File: src/rtl/nseq_pkg.sv
package nseq_pkg;

    localparam int WORD_W    = 32;
    localparam int STAT_W    = 16;
    localparam int KIND_LSB  = 16;
    localparam int WFR_BIT   = 19;
    localparam int LAST_BIT  = 18;
    localparam int IWC_BIT   = 13;
    localparam int DONE_IRQ  = 9;
    localparam int ERR_IRQ   = 11;

    typedef enum logic [1:0] {
        CK_ADDR  = 2'd0,
        CK_CMD   = 2'd1,
        CK_WRITE = 2'd2,
        CK_READ  = 2'd3
    } cyc_kind_e;

    typedef enum logic [2:0] {
        SQ_IDLE,
        SQ_TXWAIT,
        SQ_ISSUE,
        SQ_STROBE,
        SQ_RDYWAIT,
        SQ_FINISH
    } seq_state_e;

endpackage

File: src/rtl/nseq_fifo.sv
module nseq_fifo #(
    parameter int WIDTH = 32,
    parameter int DEPTH = 4
) (
    input  logic             clk,
    input  logic             rst_n,
    input  logic             push,
    input  logic [WIDTH-1:0] din,
    input  logic             pop,
    input  logic             flush,
    output logic [WIDTH-1:0] dout,
    output logic             empty,
    output logic             full
);
    localparam int AW = (DEPTH > 1) ? $clog2(DEPTH) : 1;
    localparam logic [AW-1:0] LAST_IDX = AW'(DEPTH - 1);
    localparam logic [AW:0]   FULL_CNT = (AW + 1)'(DEPTH);

    typedef struct packed {
        logic [AW-1:0] wr;
        logic [AW-1:0] rd;
        logic [AW:0]   cnt;
    } ptr_t;

    ptr_t ptr_d, ptr_q;
    logic [WIDTH-1:0] mem [DEPTH];
    logic push_ok, pop_ok;

    assign full    = (ptr_q.cnt == FULL_CNT);
    assign empty   = (ptr_q.cnt == '0);
    assign push_ok = push && !full && !flush;
    assign pop_ok  = pop && !empty && !flush;
    assign dout    = mem[ptr_q.rd];

    always_comb begin
        ptr_d = ptr_q;
        if (flush) begin
            ptr_d = '0;
        end else begin
            if (push_ok) ptr_d.wr = (ptr_q.wr == LAST_IDX) ? '0 : ptr_q.wr + 1'b1;
            if (pop_ok)  ptr_d.rd = (ptr_q.rd == LAST_IDX) ? '0 : ptr_q.rd + 1'b1;
            if (push_ok && !pop_ok)      ptr_d.cnt = ptr_q.cnt + 1'b1;
            else if (pop_ok && !push_ok) ptr_d.cnt = ptr_q.cnt - 1'b1;
        end
    end

    always_ff @(posedge clk or negedge rst_n) begin
        if (!rst_n) ptr_q <= '0;
        else        ptr_q <= ptr_d;
    end

    always_ff @(posedge clk) begin
        if (push_ok) mem[ptr_q.wr] <= din;
    end

endmodule

File: src/rtl/nseq_strobe.sv
module nseq_strobe #(
    parameter int LOW_CLKS  = 2,
    parameter int HIGH_CLKS = 2
) (
    input  logic clk,
    input  logic rst_n,
    input  logic start,
    output logic active,
    output logic rise,
    output logic done
);
    localparam int MAXC = (LOW_CLKS > HIGH_CLKS) ? LOW_CLKS : HIGH_CLKS;
    localparam int CW   = (MAXC > 1) ? $clog2(MAXC) : 1;
    localparam logic [CW-1:0] LOW_END  = CW'(LOW_CLKS - 1);
    localparam logic [CW-1:0] HIGH_END = CW'(HIGH_CLKS - 1);

    typedef enum logic [1:0] { PH_IDLE, PH_LOW, PH_HIGH } phase_e;

    typedef struct packed {
        phase_e        ph;
        logic [CW-1:0] cnt;
    } stb_t;

    stb_t s_d, s_q;

    assign active = (s_q.ph == PH_LOW);
    assign rise   = (s_q.ph == PH_LOW)  && (s_q.cnt == LOW_END);
    assign done   = (s_q.ph == PH_HIGH) && (s_q.cnt == HIGH_END);

    always_comb begin
        s_d = s_q;
        case (s_q.ph)
            PH_IDLE: begin
                if (start) begin
                    s_d.ph  = PH_LOW;
                    s_d.cnt = '0;
                end
            end
            PH_LOW: begin
                if (s_q.cnt == LOW_END) begin
                    s_d.ph  = PH_HIGH;
                    s_d.cnt = '0;
                end else begin
                    s_d.cnt = s_q.cnt + 1'b1;
                end
            end
            PH_HIGH: begin
                if (s_q.cnt == HIGH_END) begin
                    s_d.ph  = PH_IDLE;
                    s_d.cnt = '0;
                end else begin
                    s_d.cnt = s_q.cnt + 1'b1;
                end
            end
            default: s_d = '0;
        endcase
    end

    always_ff @(posedge clk or negedge rst_n) begin
        if (!rst_n) s_q <= '0;
        else        s_q <= s_d;
    end

endmodule

File: src/rtl/nand_cyc_seq.sv
module nand_cyc_seq
    import nseq_pkg::*;
#(
    parameter int FIFO_DEPTH = 4,
    parameter int CNT_W      = 12,
    parameter int TIMEOUT    = 64,
    parameter int STB_LOW    = 2,
    parameter int STB_HIGH   = 2
) (
    input  logic        clk,
    input  logic        rst_n,
    input  logic        cmd_wr,
    input  logic [31:0] cmd_word,
    output logic        cmd_full,
    input  logic        tx_valid,
    input  logic [7:0]  tx_data,
    output logic        tx_ready,
    output logic        rx_valid,
    output logic [7:0]  rx_data,
    output logic        nand_cle,
    output logic        nand_ale,
    output logic        nand_we_n,
    output logic        nand_re_n,
    output logic [7:0]  nand_dq_out,
    output logic        nand_dq_oe,
    input  logic [7:0]  nand_dq_in,
    input  logic        nand_rdy,
    input  logic [15:0] int_clr,
    output logic [15:0] int_status,
    output logic        irq,
    output logic        op_last
);
    localparam int TO_W = (TIMEOUT > 1) ? $clog2(TIMEOUT) : 1;
    localparam logic [TO_W-1:0] TO_END = TO_W'(TIMEOUT - 1);

    typedef struct packed {
        seq_state_e        st;
        cyc_kind_e         kind;
        logic              wfr;
        logic              last;
        logic              iwc;
        logic [CNT_W-1:0]  rem;
        logic [TO_W-1:0]   tmo;
        logic              cle;
        logic              ale;
        logic              oe;
        logic [7:0]        dq;
        logic              rx_v;
        logic [7:0]        rx_d;
        logic              op_last;
        logic [STAT_W-1:0] stat;
    } seq_t;

    seq_t q, d;

    logic [WORD_W-1:0] head;
    logic              fifo_empty, fifo_pop, fifo_flush;
    logic              stb_start, stb_active, stb_rise, stb_done;
    logic [STAT_W-1:0] stat_set;
    logic              unused_bits;

    assign unused_bits = ^{head[31:20], head[15:14], head[12]};

    nseq_fifo #(
        .WIDTH (WORD_W),
        .DEPTH (FIFO_DEPTH)
    ) u_fifo (
        .clk   (clk),
        .rst_n (rst_n),
        .push  (cmd_wr),
        .din   (cmd_word),
        .pop   (fifo_pop),
        .flush (fifo_flush),
        .dout  (head),
        .empty (fifo_empty),
        .full  (cmd_full)
    );

    nseq_strobe #(
        .LOW_CLKS  (STB_LOW),
        .HIGH_CLKS (STB_HIGH)
    ) u_strobe (
        .clk    (clk),
        .rst_n  (rst_n),
        .start  (stb_start),
        .active (stb_active),
        .rise   (stb_rise),
        .done   (stb_done)
    );

    always_comb begin
        d          = q;
        d.rx_v     = 1'b0;
        d.op_last  = 1'b0;
        fifo_pop   = 1'b0;
        fifo_flush = 1'b0;
        stb_start  = 1'b0;
        tx_ready   = 1'b0;
        stat_set   = '0;

        case (q.st)
            SQ_IDLE: begin
                if (!fifo_empty && !q.stat[ERR_IRQ]) begin
                    fifo_pop = 1'b1;
                    d.kind   = cyc_kind_e'(head[KIND_LSB+1:KIND_LSB]);
                    d.wfr    = head[WFR_BIT];
                    d.last   = head[LAST_BIT];
                    d.iwc    = head[IWC_BIT];
                    d.tmo    = '0;
                    d.cle    = 1'b0;
                    d.ale    = 1'b0;
                    d.rem    = head[CNT_W-1:0];
                    case (cyc_kind_e'(head[KIND_LSB+1:KIND_LSB]))
                        CK_CMD: begin
                            d.cle = 1'b1;
                            d.oe  = 1'b1;
                            d.dq  = head[7:0];
                            d.rem = '0;
                            d.st  = SQ_ISSUE;
                        end
                        CK_ADDR: begin
                            d.ale = 1'b1;
                            d.oe  = 1'b1;
                            d.dq  = head[7:0];
                            d.rem = '0;
                            d.st  = SQ_ISSUE;
                        end
                        CK_WRITE: begin
                            d.oe = 1'b1;
                            d.st = SQ_TXWAIT;
                        end
                        default: begin
                            d.oe = 1'b0;
                            d.st = SQ_ISSUE;
                        end
                    endcase
                end
            end
            SQ_TXWAIT: begin
                tx_ready = 1'b1;
                if (tx_valid) begin
                    d.dq  = tx_data;
                    d.tmo = '0;
                    d.st  = SQ_ISSUE;
                end else if (q.tmo == TO_END) begin
                    fifo_flush        = 1'b1;
                    stat_set[ERR_IRQ] = 1'b1;
                    d.oe              = 1'b0;
                    d.st              = SQ_IDLE;
                end else begin
                    d.tmo = q.tmo + 1'b1;
                end
            end
            SQ_ISSUE: begin
                stb_start = 1'b1;
                d.st      = SQ_STROBE;
            end
            SQ_STROBE: begin
                if (stb_rise && (q.kind == CK_READ)) begin
                    d.rx_v = 1'b1;
                    d.rx_d = nand_dq_in;
                end
                if (stb_done) begin
                    if (q.rem == '0) begin
                        d.st = q.wfr ? SQ_RDYWAIT : SQ_FINISH;
                    end else begin
                        d.rem = q.rem - 1'b1;
                        d.st  = (q.kind == CK_WRITE) ? SQ_TXWAIT : SQ_ISSUE;
                    end
                end
            end
            SQ_RDYWAIT: begin
                if (nand_rdy) d.st = SQ_FINISH;
            end
            SQ_FINISH: begin
                d.cle              = 1'b0;
                d.ale              = 1'b0;
                d.oe               = 1'b0;
                stat_set[DONE_IRQ] = q.iwc;
                d.op_last          = q.last;
                d.st               = SQ_IDLE;
            end
            default: d.st = SQ_IDLE;
        endcase

        d.stat = (q.stat & ~int_clr) | stat_set;
    end

    always_ff @(posedge clk or negedge rst_n) begin
        if (!rst_n) q <= '0;
        else        q <= d;
    end

    assign nand_cle    = q.cle;
    assign nand_ale    = q.ale;
    assign nand_dq_out = q.dq;
    assign nand_dq_oe  = q.oe;
    assign nand_we_n   = ~(stb_active && (q.kind != CK_READ));
    assign nand_re_n   = ~(stb_active && (q.kind == CK_READ));
    assign rx_valid    = q.rx_v;
    assign rx_data     = q.rx_d;
    assign op_last     = q.op_last;
    assign int_status  = q.stat;
    assign irq         = |q.stat;

endmodule

File: config.mk
export PLATFORM = sky130hd
export DESIGN_NAME = nand_cyc_seq
export DESIGN_NICKNAME = d
export VERILOG_FILES = /design/src/rtl/nseq_pkg.sv /design/src/rtl/nseq_fifo.sv /design/src/rtl/nseq_strobe.sv /design/src/rtl/nand_cyc_seq.sv
export SDC_FILE = /design/constraint.sdc
export NUM_CORES = 1
export LEC_CHECK = 0
export BUFFER_PORTS_ARGS = -buffer_cell sky130_fd_sc_hd__buf_4
export CORE_MARGIN = 5
export CORE_UTILIZATION = 40
export DETAILED_ROUTE_END_ITERATION = 10
export SYNTH_ARGS = -nofsm -noshare
export SYNTH_HDL_FRONTEND = slang
export SYNTH_SLANG_ARGS = --single-unit
File: constraint.sdc
create_clock -name clk -period 4.5 [get_ports clk]
set_clock_uncertainty 0.1 [all_clocks]
set_input_delay 0.675 -clock clk [delete_from_list [all_inputs] [get_ports clk]]
set_output_delay 0.675 -clock clk [all_outputs]
set_load 0.01 [all_outputs]
==> results of run 1 <==
[worst paths after layout]
kind / depth (start not counted) / endpoint / start / slack, ns
setup / recovery: 7 / u_fifo.ptr_q[2] / q[60] / 1.63
hold / removal: 1 / int_status[12] / rst_n / 0.28
setup reg to reg: 7 / u_fifo.ptr_q[2] / q[60] / 1.63
hold reg to reg: 1 / rx_data[1] / rx_data[1] / 0.39
max in group asynchronous: 1 / u_fifo.ptr_q[4] / rst_n / 3.40
min in group clk: 2 / int_status[8] / int_clr[8] / 0.29
[power by group]
group	switching [W]	leakage [nW]	internal, W
registers	0.000207	1.55	0.00171
clock network	0.000558	0.260	0.000767
logic	0.000806	1.29	0.000657
[sequential cells by signal, indices dropped and copies added, names as in the netlist, 3 cells and up]
name,cells
u_strobe.s_q,3
rx_data,8
nand_dq_out,8
int_status,16
u_fifo.mem,68
q,26
u_fifo.ptr_q,7
[cell families (layout without fill, tap and decap cells)]
family,count (synthesis),after routing,synth area share [%]
compound gates,93,93,9.57
xor+xnor,2,2,0.396
fa+ha+maj,8,8,1.70
buf+inv,71,149,6.74
flops,141,141,61.3
mux,29,29,8.16
simple gates,140,140,12.1
[layout by cell type (no fill, tap or decap), drive strengths merged, types with 4 or more instances in the layout]
master	n
and2	6
clkinvlp	5
nor2	31
nand2	25
nor4	5
nor3	14
a21oi	23
a211oi	5
o22ai	4
ha	7
a32oi	5
and3	6
nand3	15
nand2b	5
dfrtp	73
buf	98
a22oi	11
or3	4
nor2b	15
o21ai	29
edfxtp	68
mux2	10
inv	24
mux4	17
nor3b	4
clkbuf	18
[worst max-delay path: stages (launching register included)]
cell and delay [ns]:
dfrtp_1 0.63, or3b_4 0.52, nor3_2 0.39, nor3_1 0.12
fa_1 0.39, and3_1 0.16, or3_1 0.29, and3_1 0.16
[metal layers]
layer  vias to the layer above  GRT usage [%]
met3                        18           4.87
met1                      1981           18.1
met5                         -              0
li1                       1894              -
met2                       136           23.6
met4                         0           6.44
[metrics by stage]
stage,worst slack (ns),std cells
after floorplan,1.91,484
after global placement,1.69,746
after detailed placement,1.64,746
after CTS,1.64,778
after global routing,1.42,778
final,1.63,778
[layout make-up]
class	count	area [um2]	share of cell area, %
Clock buffer	18	429	5.70
Clock inverter	14	134	1.78
Inverter	19	71.3	0.947
Multi-Input combinational cell	272	2020	26.8
Sequential cell	141	3870	51.4
Tap cell	216	270	3.59
Timing Repair Buffer	98	736	9.77
==> results by stage, run 1 <==
Cells and area:
- Summing all non-filler instances in the final layout gives an area of 7530 um2.
- Cells with a size suffix above 1 make up around 29% of the layout.
- The number of inserted filler cells in the final layout is 1412.
- Measured on the finished design, the core utilization comes to 48.1%.
- The antenna diode instance count is 0.
- The synthesis-to-layout area growth is 19.2%.
- For this run, the post-layout net count is 626.

STA:
- Setup repair after global routing left no endpoint under its margin.
- In this run the tightest slew margin relative to its limit is 37.9%.
- The maximum clock frequency is 349 MHz.
- The post-route fraction of the period consumed by the critical path is 63.7%.
- Summed over all failing endpoints, the final setup total negative slack is 0 ns.
- The smallest hold slack is 0.284 ns.
- The post-route minimum period is approximately 2.9 ns.
- At the pin with the least slew margin, the transition time is about 0.93 ns.
- The count of final setup violators is 0.
- The final number of max-transition violations is 0.
- The count of final hold-check violations is 0.

Route:
- In the detailed route, the total length drawn on met3 is between 1000 and 1500 um.
- The top layer used by detailed routing is met4.
- The detailed router placed between 4000 and 5000 vias in this run.
- The aggregate routed wire length is 13000 um.
- After detailed routing, the wire length on met1 is 5630 um.
- In the routed layout, each cell is associated on average with a via count of ~5.2.
- Wire segments on met2 add up to 6160 um in the final route.
- In the routed design, unresolved DRC markers number 0.
- The count of routing violations after the opening detailed-route iteration is around 220.
- The detailed-routing iteration count for the pre-antenna-repair pass is 5.
- In the final routed layout, each cell accounts on average for around 17 um.
- The post-route antenna net violation count is 0.

Clocking:
- The H-tree was split into 4 levels.
- The clock buffer count from CTS is 17.
- For this design, the sink count on the clock tree is 141.
- The quantity of gates resized following cts is 0.
- The number of setup buffers added after CTS is 0.
- Clock tree synthesis selected as its root buffer the cell clkbuf_16.
- The clock latency of the later-clocked register in the worst-skew pair is around 0.43 ns.
- The TritonCTS clock tree is done.
- Clock-pin slew was measured on the worst setup and hold paths at 0.06 ns.
- The longest clock path from root to sink contains 2 buffers.
- After clock tree synthesis, the flow added hold-fix buffers numbering 0.

Global route:
- The overall routing resource usage is approximately 15%.
- The via count of the first global-routing pass came to 4074.
- The number of antenna violations at the first check in global routing is 0.
- The global-route wire length before repair is about 21000 um.
- The residual overflow from global routing is 0.
- Entering global routing, the biggest net connects 74 pins.

Floorplan:
- The row count is between 40 and 50.
- The area of the die is 18400 um2.
- The die is between 100 and 150 um tall.
- The floorplan step set the die width to 136 um.
- The starting utilization of the core area is 40.3%.
- The region available for standard cell placement spans 15700 um2.
- Pin placement for this block handled about 110 I/O pins.

Yosys:
- The share of async-settable or async-resettable flops after synthesis is 51.8%.
- The most repeated cell in the gate-level netlist after synthesis is dfrtp_1.
- By area the synthesized netlist is led by edfxtp_1, dfrtp_1, mux4_2.
- Summed over its instances, the top area cell type makes up 32.3% of the synthesized netlist area.
- The cell taking the most area after synthesis is edfxtp_1.
- The count of synthesis-stage warnings from yosys is 0.
- The post-synth net total is 561.
- The synthesized area per cell is 13.0 um2.
- The cell count after synthesis is 484.
- The share of synthesized area occupied by flip-flops and latches is about three fifths.
- The number of library cell types mapped by synthesis is 60.
- In the synthesized netlist, the cells that appear most often are dfrtp_1, edfxtp_1, buf_4.
- In the synthesized netlist the dominant register cell turns out to be dfrtp_1.
- Counting flops and latches in the post-synthesis netlist gives 141.
- The synthesized design contains 68 enable-type register cells.
- The area of the mapped netlist is 6310 um2.

Setup path:
- The startpoint kind of the worst setup timing path is a flop.
- The signal arrival time at the worst endpoint is ~3.1 ns.
- The category of the worst setup path capture point is a flop.
- The path type of the worst setup path is flop to flop.
- Data on the critical path is required at its endpoint by between 4 and 5 ns.
- The maximum fanout count along the critical path is 15.

Power:
- For this design the static power due to leakage is 3.10 nW.
- The maximum vdd drop is 308 uV.
- Summing internal, switching and leakage power gives 0.00471 W.
- In this run the power density over the cells is 625 nW/um2.

Placed design:
- The weighted congestion reported at the end of routability-driven placement is 0.785.
- The half-perimeter wire length of the detailed placement result is 8900 um.
- The post-place instance area is 6970 um2.
- The number of buffer cells added on primary ports is 95.

Job:
- The number of maximum-capacitance violations is 0.

Worst hold path:
- In this run the worst hold path is classified as primary input to asynchronous set/reset pin.

Run status:
- The flow ran to the end, and the final reports show no timing, DRC or antenna violations.
Note: power is estimated with default switching activity, not from simulation.
==> inputs of run 2 (changes only) <==
==> constraint.sdc (replaced) <==
create_clock -name clk -period 2.75 [get_ports clk]
set_clock_uncertainty 0.1 [all_clocks]
set_input_delay 0.4125 -clock clk [delete_from_list [all_inputs] [get_ports clk]]
set_output_delay 0.4125 -clock clk [all_outputs]
set_load 0.01 [all_outputs]
==> results by stage, run 2 (same netlist as run 1, synthesis figures left out) <==
Run status:
- The run finished with clean final reports.

Cells and area:
- The share of final-layout standard cells stronger than drive strength 1 is 31.1% (+2.1 points).
- The area of the multi-input gates came to 2020 um2 (unchanged).
- The final standard cell count with taps included and fillers excluded is 795 (+2.2%).
- The finished layout cell area is 7690 um2 (+2.2%).
- The number of inserted filler cells in the final layout is 1400 (-0.85%).
- The synthesis-to-layout area growth is 21.9%.
- The register with the most flip-flops is u_fifo.mem.
- The number of flip-flops in the largest register is 68 (unchanged).
- The library cell used most frequently in the layout, excluding fill and tap cells, is buf_4.
- The antenna diode instance count is 0 (unchanged).
- The sequential cell area came to 3870 um2 (unchanged).
- The count of nets after finishing is 643 (+2.7%).
- The top cell types in the final layout, fill and taps aside, are buf_4, dfrtp_1, edfxtp_1.

Setup path:
- The path type of the worst setup path is flop to flop.
- The required time of the critical path is 2.96 ns (-1.75 ns).
- The worst-case reg-to-reg path depth came to 9 (+2).
- The signal arrival time at the worst endpoint came to 2.66 ns (-0.42 ns).
- STA classifies the critical path startpoint as a flop.
- The category of the worst setup path capture point is a flop.
- The startpoint of the lowest-slack register-to-register path is q[37].
- The endpoint identified for the worst register-to-register timing path is u_fifo.ptr_q[2].
- The slack of the worst reg-to-reg path is 0.30 ns (-1.34 ns).
- The maximum fanout count along the critical path is 5 (-10).

STA:
- The post-route fraction of the period consumed by the critical path is 89.2% (+26 points).
- The post-route minimum period was 2.45 ns (-0.412 ns).
- The slew at the pin with the worst max-slew slack is 0.946 ns (+0.0149 ns).
- The maximum clock frequency came to 408 MHz (+17%).
- The post-route setup TNS came to 0 ns (unchanged).
- The smallest hold slack was 0.0122 ns (-0.272 ns).
- The final number of max-transition violations is 0 (unchanged).
- Setup repair after global routing left no endpoint under its margin.
- The worst slew slack as a fraction of its limit is 36.9% (-1.0 points).
- The worst setup slack after layout is 0.297 ns (-1.34 ns).
- The count of final hold-check violations came to 0 (unchanged).
- The count of final setup violators is 0 (unchanged).

Global route:
- The residual overflow from global routing came to 0 (unchanged).
- The number of antenna violations at the first check in global routing is 0 (unchanged).
- The global-route wire length before repair is 21600 um (+3.9%).
- The maximum number of pins on one net before global-route repair is 74 (unchanged).
- The via count of the first global-routing pass is 4193 (+2.9%).
- The overall routing resource usage was 15.2% (+0.54 points).

Placed design:
- The post-placement cell count was 763 (+2.3%).
- The setup slack at placement is 0.311 ns (-1.32 ns).
- The post-place instance area was 7090 um2 (+1.8%).
- The weighted congestion reported at the end of routability-driven placement came to 0.776 (-1.1%).
- The number of buffer cells added on primary ports is 95 (unchanged).
- The half-perimeter wire length of the detailed placement result is 9360 um (+5.1%).

Route:
- The post-detailed-route wirelength per cell is 16.8 um (+0.17%).
- The routed via count was 4060 (+0.77%).
- The number of vias per cell is 5.11 (-1.4%).
- The count of routing violations after the opening detailed-route iteration is 200 (-9.9%).
- The aggregate routed wire length came to 13300 um (+2.4%).
- The detailed-routing iteration count for the pre-antenna-repair pass came to 5 (unchanged).
- The post-detailed-route DRC marker count is 0 (unchanged).
- The post-route antenna net violation count is 0 (unchanged).

Floorplan:
- The top-level port count came to 111 (unchanged).
- The starting utilization of the core area was 40.3% (unchanged).
- The row count is 46 (unchanged).
- The placeable core region is 15700 um2 (unchanged).
- The chip width was 136 um (unchanged).
- The area of the die is 18400 um2 (unchanged).
- The floorplan die height is 136 um (unchanged).

Power:
- The total leakage power is 3.21 nW (+3.7%).
- The maximum vdd drop is 574 uV (+86%).
- The power density over cell area is 1030 nW/um2 (+65%).

Clocking:
- The clock-pin transition on the worst setup and hold timing paths is 0.06 ns (about the same).
- The root buffer cell chosen for the clock tree is clkbuf_16.
- TritonCTS built the clock tree.
- The maximum root-to-sink buffer count came to 2 (unchanged).
- The quantity of gates resized following cts is 0 (unchanged).
- The H-tree depth was 4 (unchanged).
- The post-cts hold buffer count is 0 (unchanged).
- The number of setup buffers added after CTS came to 0 (unchanged).
- The clock buffer count from CTS is 17 (unchanged).
- The number of sinks driven by the clock tree is 141 (unchanged).
- The clock latency of the later-clocked register in the worst-skew pair is 0.42 ns (about the same).

Worst hold path:
- The worst hold path belongs to the class primary input to asynchronous set/reset pin.

Job:
- The number of maximum-capacitance violations is 0 (unchanged).
==> run 2: changes by cell type in the layout (fill, tap and decap cells not counted) <==
cell,before,now
inv_8,0,3
clkinv_2,1,0
bufinv_16,1,2
buf_4,98,115
clkbuf_1,1,0
clkinvlp_4,5,1
clkinv_4,2,3
clkinv_1,0,1
==> run 2: report_power, final <==
part | leakage [nW] | total, W | switching, W | internal [W]
clock network | 0.293 | 0.00231 | 0.000938 | 0.00137
logic | 1.37 | 0.00248 | 0.00134 | 0.00114
registers | 1.55 | 0.00313 | 0.000338 | 0.00280
total | 3.21 | 0.00791 | 0.00262 | 0.00530
==> run 2: critical path, stage by stage (launching register included) <==
cell and delay, ns:
dfrtp_1 0.41, ha_1 0.24, and4_1 0.29, nand2_1 0.10, nor3_2 0.15, nor3_1 0.08
fa_1 0.37, and3_1 0.16, or3_1 0.30, and3_1 0.16
==> run 2: final cells by class <==
class / instances / share of cell area [%]
sequential: 141 / 50.3
multi-input combinational: 272 / 26.2
timing repair buffer: 115 / 11.2
clock buffer: 17 / 5.53
tap: 216 / 3.51
clock inverter: 15 / 2.28
inverter: 19 / 0.927
==> run 2: metrics by stage <==
stage          util (%)  power [W]
6_report           49.1    0.00791
5_1_grt            49.1    0.00844
4_1_cts            49.1    0.00803
3_5_place_dp       45.3    0.00568
3_3_place_gp       45.3    0.00559
2_1_floorplan         -    0.00494
==> run 2: worst max path at each step <==
stage / startpoint / to / slack, ns
after floorplan: q[62] / u_fifo.ptr_q[2] / 0.16
after CTS: q[37] / u_fifo.ptr_q[2] / 0.30
after detailed placement: q[37] / u_fifo.ptr_q[2] / 0.31
after global routing: q[37] / u_fifo.ptr_q[2] / 0.14
final: q[37] / u_fifo.ptr_q[2] / 0.30
after global placement: q[37] / u_fifo.ptr_q[2] / 0.34
==> run 2: layer usage <==
| metal | track usage, % | vias to the layer above | wire, um | share of wire [%] |
|---|---|---|---|---|
| met5 | 0 | - | 0 | 0 |
| met4 | 5.26 | 0 | 112 | 0.84 |
| met3 | 5.42 | 10 | 1010 | 7.6 |
| met2 | 24.3 | 129 | 6360 | 48 |
| met1 | 19.3 | 1995 | 5840 | 44 |
| li1 | - | 1926 | - | - |
==> inputs of run 3 (changes only) <==
--- a/config.mk
+++ b/config.mk
@@ -7,8 +7,9 @@
 export LEC_CHECK = 0
 export BUFFER_PORTS_ARGS = -buffer_cell sky130_fd_sc_hd__buf_4
 export CORE_MARGIN = 5
-export CORE_UTILIZATION = 40
+export CORE_UTILIZATION = 56
 export DETAILED_ROUTE_END_ITERATION = 10
+export PLACE_DENSITY = 0.86
 export SYNTH_ARGS = -nofsm -noshare
 export SYNTH_HDL_FRONTEND = slang
 export SYNTH_SLANG_ARGS = --single-unit
==> results by stage, run 3 (same netlist as run 1, synthesis figures left out) <==
Cells and area:
- The count of nets after finishing came to 640 (-0.47%).
- The share of final-layout standard cells stronger than drive strength 1 is 30.9% (-0.19 points).
- The number of inserted filler cells in the final layout is 715 (-49%).
- u_fifo.mem holds more flip-flops than any other register.
- The synthesis-to-layout area growth is 20.1%.
- The number of flip-flops in the largest register was 68 (unchanged).
- The finished layout cell area is 7580 um2 (-1.4%).
- The antenna diode instance count came to 0 (unchanged).
- The library cells used most frequently in the layout, excluding fill and tap cells, are buf_4, dfrtp_1, edfxtp_1.
- The leading cell type in the layout, fill and taps excluded is buf_4.

STA:
- Setup repair after global routing left no endpoint under its margin.
- The maximum clock frequency is 389 MHz (-4.5%).
- The worst slew slack as a fraction of its limit is 40.5% (+3.6 points).
- The count of final hold-check violations is 0 (unchanged).
- The final number of max-transition violations is 0 (unchanged).
- The post-route minimum period was 2.57 ns (+0.117 ns).
- The post-route fraction of the period consumed by the critical path came to 93.4% (+4.2 points).
- The slew at the pin with the worst max-slew slack is 0.893 ns (-0.0534 ns).
- The count of final setup violators is 0 (unchanged).
- The post-route setup TNS is 0 ns (unchanged).

Clocking:
- The quantity of gates resized following cts is 0 (unchanged).
- The TritonCTS clock tree is done.
- The clock-pin transition on the worst setup and hold timing paths came to 0.07 ns (about the same).
- The clock buffer count from CTS is 17 (unchanged).
- The number of setup buffers added after CTS is 0 (unchanged).
- The number of sinks driven by the clock tree is 141 (unchanged).
- The cell chosen for the clock root is clkbuf_16.
- The H-tree depth came to 4 (unchanged).
- The post-cts hold buffer count is 0 (unchanged).
- The clock latency of the later-clocked register in the worst-skew pair is 0.42 ns (about the same).
- The maximum root-to-sink buffer count is 2 (unchanged).

Floorplan:
- The floorplan die height is 116 um (-14%).
- The chip width is 116 um (-14%).
- The placeable core region is 10900 um2 (-30%).
- The top-level port count is 111 (unchanged).
- The row count was 38 (-17%).
- The area of the die is 13500 um2 (-27%).
- The starting utilization of the core area is 57.7% (+17 points).

Setup path:
- The required time of the critical path was 2.96 ns (about the same).
- The largest incremental delay on the critical path is 0.51 ns (+0.10 ns).
- The critical path goes through or3b_4 > nor3_2 > nor3_1 > fa_1 > and3_1 > or3_1 > and3_1.
- The slowest stage cell on the critical path is dfrtp_1.
- The startpoint kind of the worst setup timing path is a flop.
- In this design, the critical path's most frequently occurring cell is and3_1.
- The critical path in this run is classified as flop to flop.
- The maximum fanout count along the critical path is 12 (+7).
- STA classifies the critical path endpoint as a flop.
- The buffers plus inverters on the worst setup path is 0 (unchanged).
- Broken down by cell family, the worst path's largest delay share belongs to simple AND/OR/NAND/NOR gates.
- The signal arrival time at the worst endpoint is 2.78 ns (+0.12 ns).

Run status:
- The flow ran to the end, and the final reports show no timing, DRC or antenna violations.

Global route:
- The number of antenna violations at the first check in global routing was 0 (unchanged).
- The via count of the first global-routing pass was 4292 (+2.4%).
- The maximum number of pins on one net before global-route repair is 74 (unchanged).
- The overall routing resource usage was 20.7% (+5.5 points).
- The residual overflow from global routing was 0 (unchanged).
- The global-route wire length before repair is 21400 um (-0.74%).

Job:
- The number of maximum-capacitance violations came to 0 (unchanged).

Route:
- The post-detailed-route wirelength per cell came to 18.5 um (+11%).
- The post-detailed-route DRC marker count is 0 (unchanged).
- The routed via count is 4203 (+3.5%).
- The number of vias per cell is 5.87 (+15%).
- The aggregate routed wire length is 13300 um (-0.34%).
- The detailed-routing iteration count for the pre-antenna-repair pass came to 5 (unchanged).
- The post-route antenna net violation count is 0 (unchanged).
- The count of routing violations after the opening detailed-route iteration came to 347 (+74%).

Power:
- The maximum vdd drop is 546 uV (-4.9%).
- The total leakage power is 3.20 nW (-0.26%).
- The power density over cell area was 1050 nW/um2 (+1.6%).

Worst hold path:
- The path class of the tightest hold or removal check is primary input to asynchronous set/reset pin.

Placed design:
- The weighted congestion reported at the end of routability-driven placement is 0.868 (+12%).
- The number of buffer cells added on primary ports is 95 (unchanged).
- The post-place instance area was 6980 um2 (-1.7%).
- The half-perimeter wire length of the detailed placement result came to 8980 um (-4.1%).
==> run 3: changes by cell type in the layout (fill, tap and decap cells not counted) <==
| cell | before | now |
|---|---|---|
| bufinv_16 | 2 | 0 |
| clkinv_1 | 1 | 0 |
| buf_4 | 115 | 112 |
| clkinv_4 | 3 | 1 |
| inv_6 | 5 | 3 |
| clkinv_8 | 0 | 5 |
| clkinvlp_4 | 1 | 0 |
| inv_8 | 3 | 6 |
==> run 3: through the flow <==
step / worst slack (ns) / hold slack, ns / cells / power, W / utilization, %
after floorplan: 0.160 / 0.0169 / 484 / 0.00494 / -
after global placement: 0.288 / 0.369 / 684 / 0.00550 / 63.8
after detailed placement: 0.244 / 0.384 / 684 / 0.00566 / 63.8
after CTS: 0.200 / 0.0280 / 716 / 0.00796 / 69.4
after global routing: 0.0632 / 0.0259 / 716 / 0.00837 / 69.4
final: 0.181 / 0.00278 / 716 / 0.00793 / 69.4
==> run 3: cell type report <==
type                            instances  area (um2)  area share (%)
Clock buffer                           17         425            5.61
Clock inverter                         15         184            2.42
Inverter                               19        71.3           0.940
Multi-Input combinational cell        272        2020            26.6
Sequential cell                       141        3870            51.0
Tap cell                              140         175            2.31
Timing Repair Buffer                  112         841            11.1
==> run 3: worst paths after layout <==
kind | slack [ns] | end | cells past startpoint | startpoint
max | 0.18 | u_fifo.ptr_q[2] | 7 | q[61]
max in group asynchronous | 1.95 | rx_valid | 1 | rst_n
min reg2reg | 0.39 | q[57] | 2 | q[57]
max reg2reg | 0.18 | u_fifo.ptr_q[2] | 7 | q[61]
min in group clk | 0.04 | int_status[7] | 2 | int_clr[7]
min | 0.003 | int_status[12] | 1 | rst_n
==> run 3: worst reg2reg max path, stage by stage (launching register included) <==
cell and delay [ns]:
dfrtp_1 0.51, or3b_4 0.51, nor3_2 0.22, nor3_1 0.09
fa_1 0.38, and3_1 0.16, or3_1 0.31, and3_1 0.18
==> run 3: where the power goes <==
| part | internal (W) | total (W) | leakage, nW | switching, W |
|---|---|---|---|---|
| Combinational | 0.00113 | 0.00248 | 1.36 | 0.00134 |
| Sequential | 0.00280 | 0.00317 | 1.55 | 0.000379 |
| Clock | 0.00124 | 0.00228 | 0.298 | 0.00104 |
| Total | 0.00516 | 0.00793 | 3.20 | 0.00276 |
==> run 3: routing by layer <==
layer	track usage, %	part of all wire (%)
met2	35.3	50
met3	5.44	8.8
met4	6.19	0.99
met5	0	0
met1	26.2	40
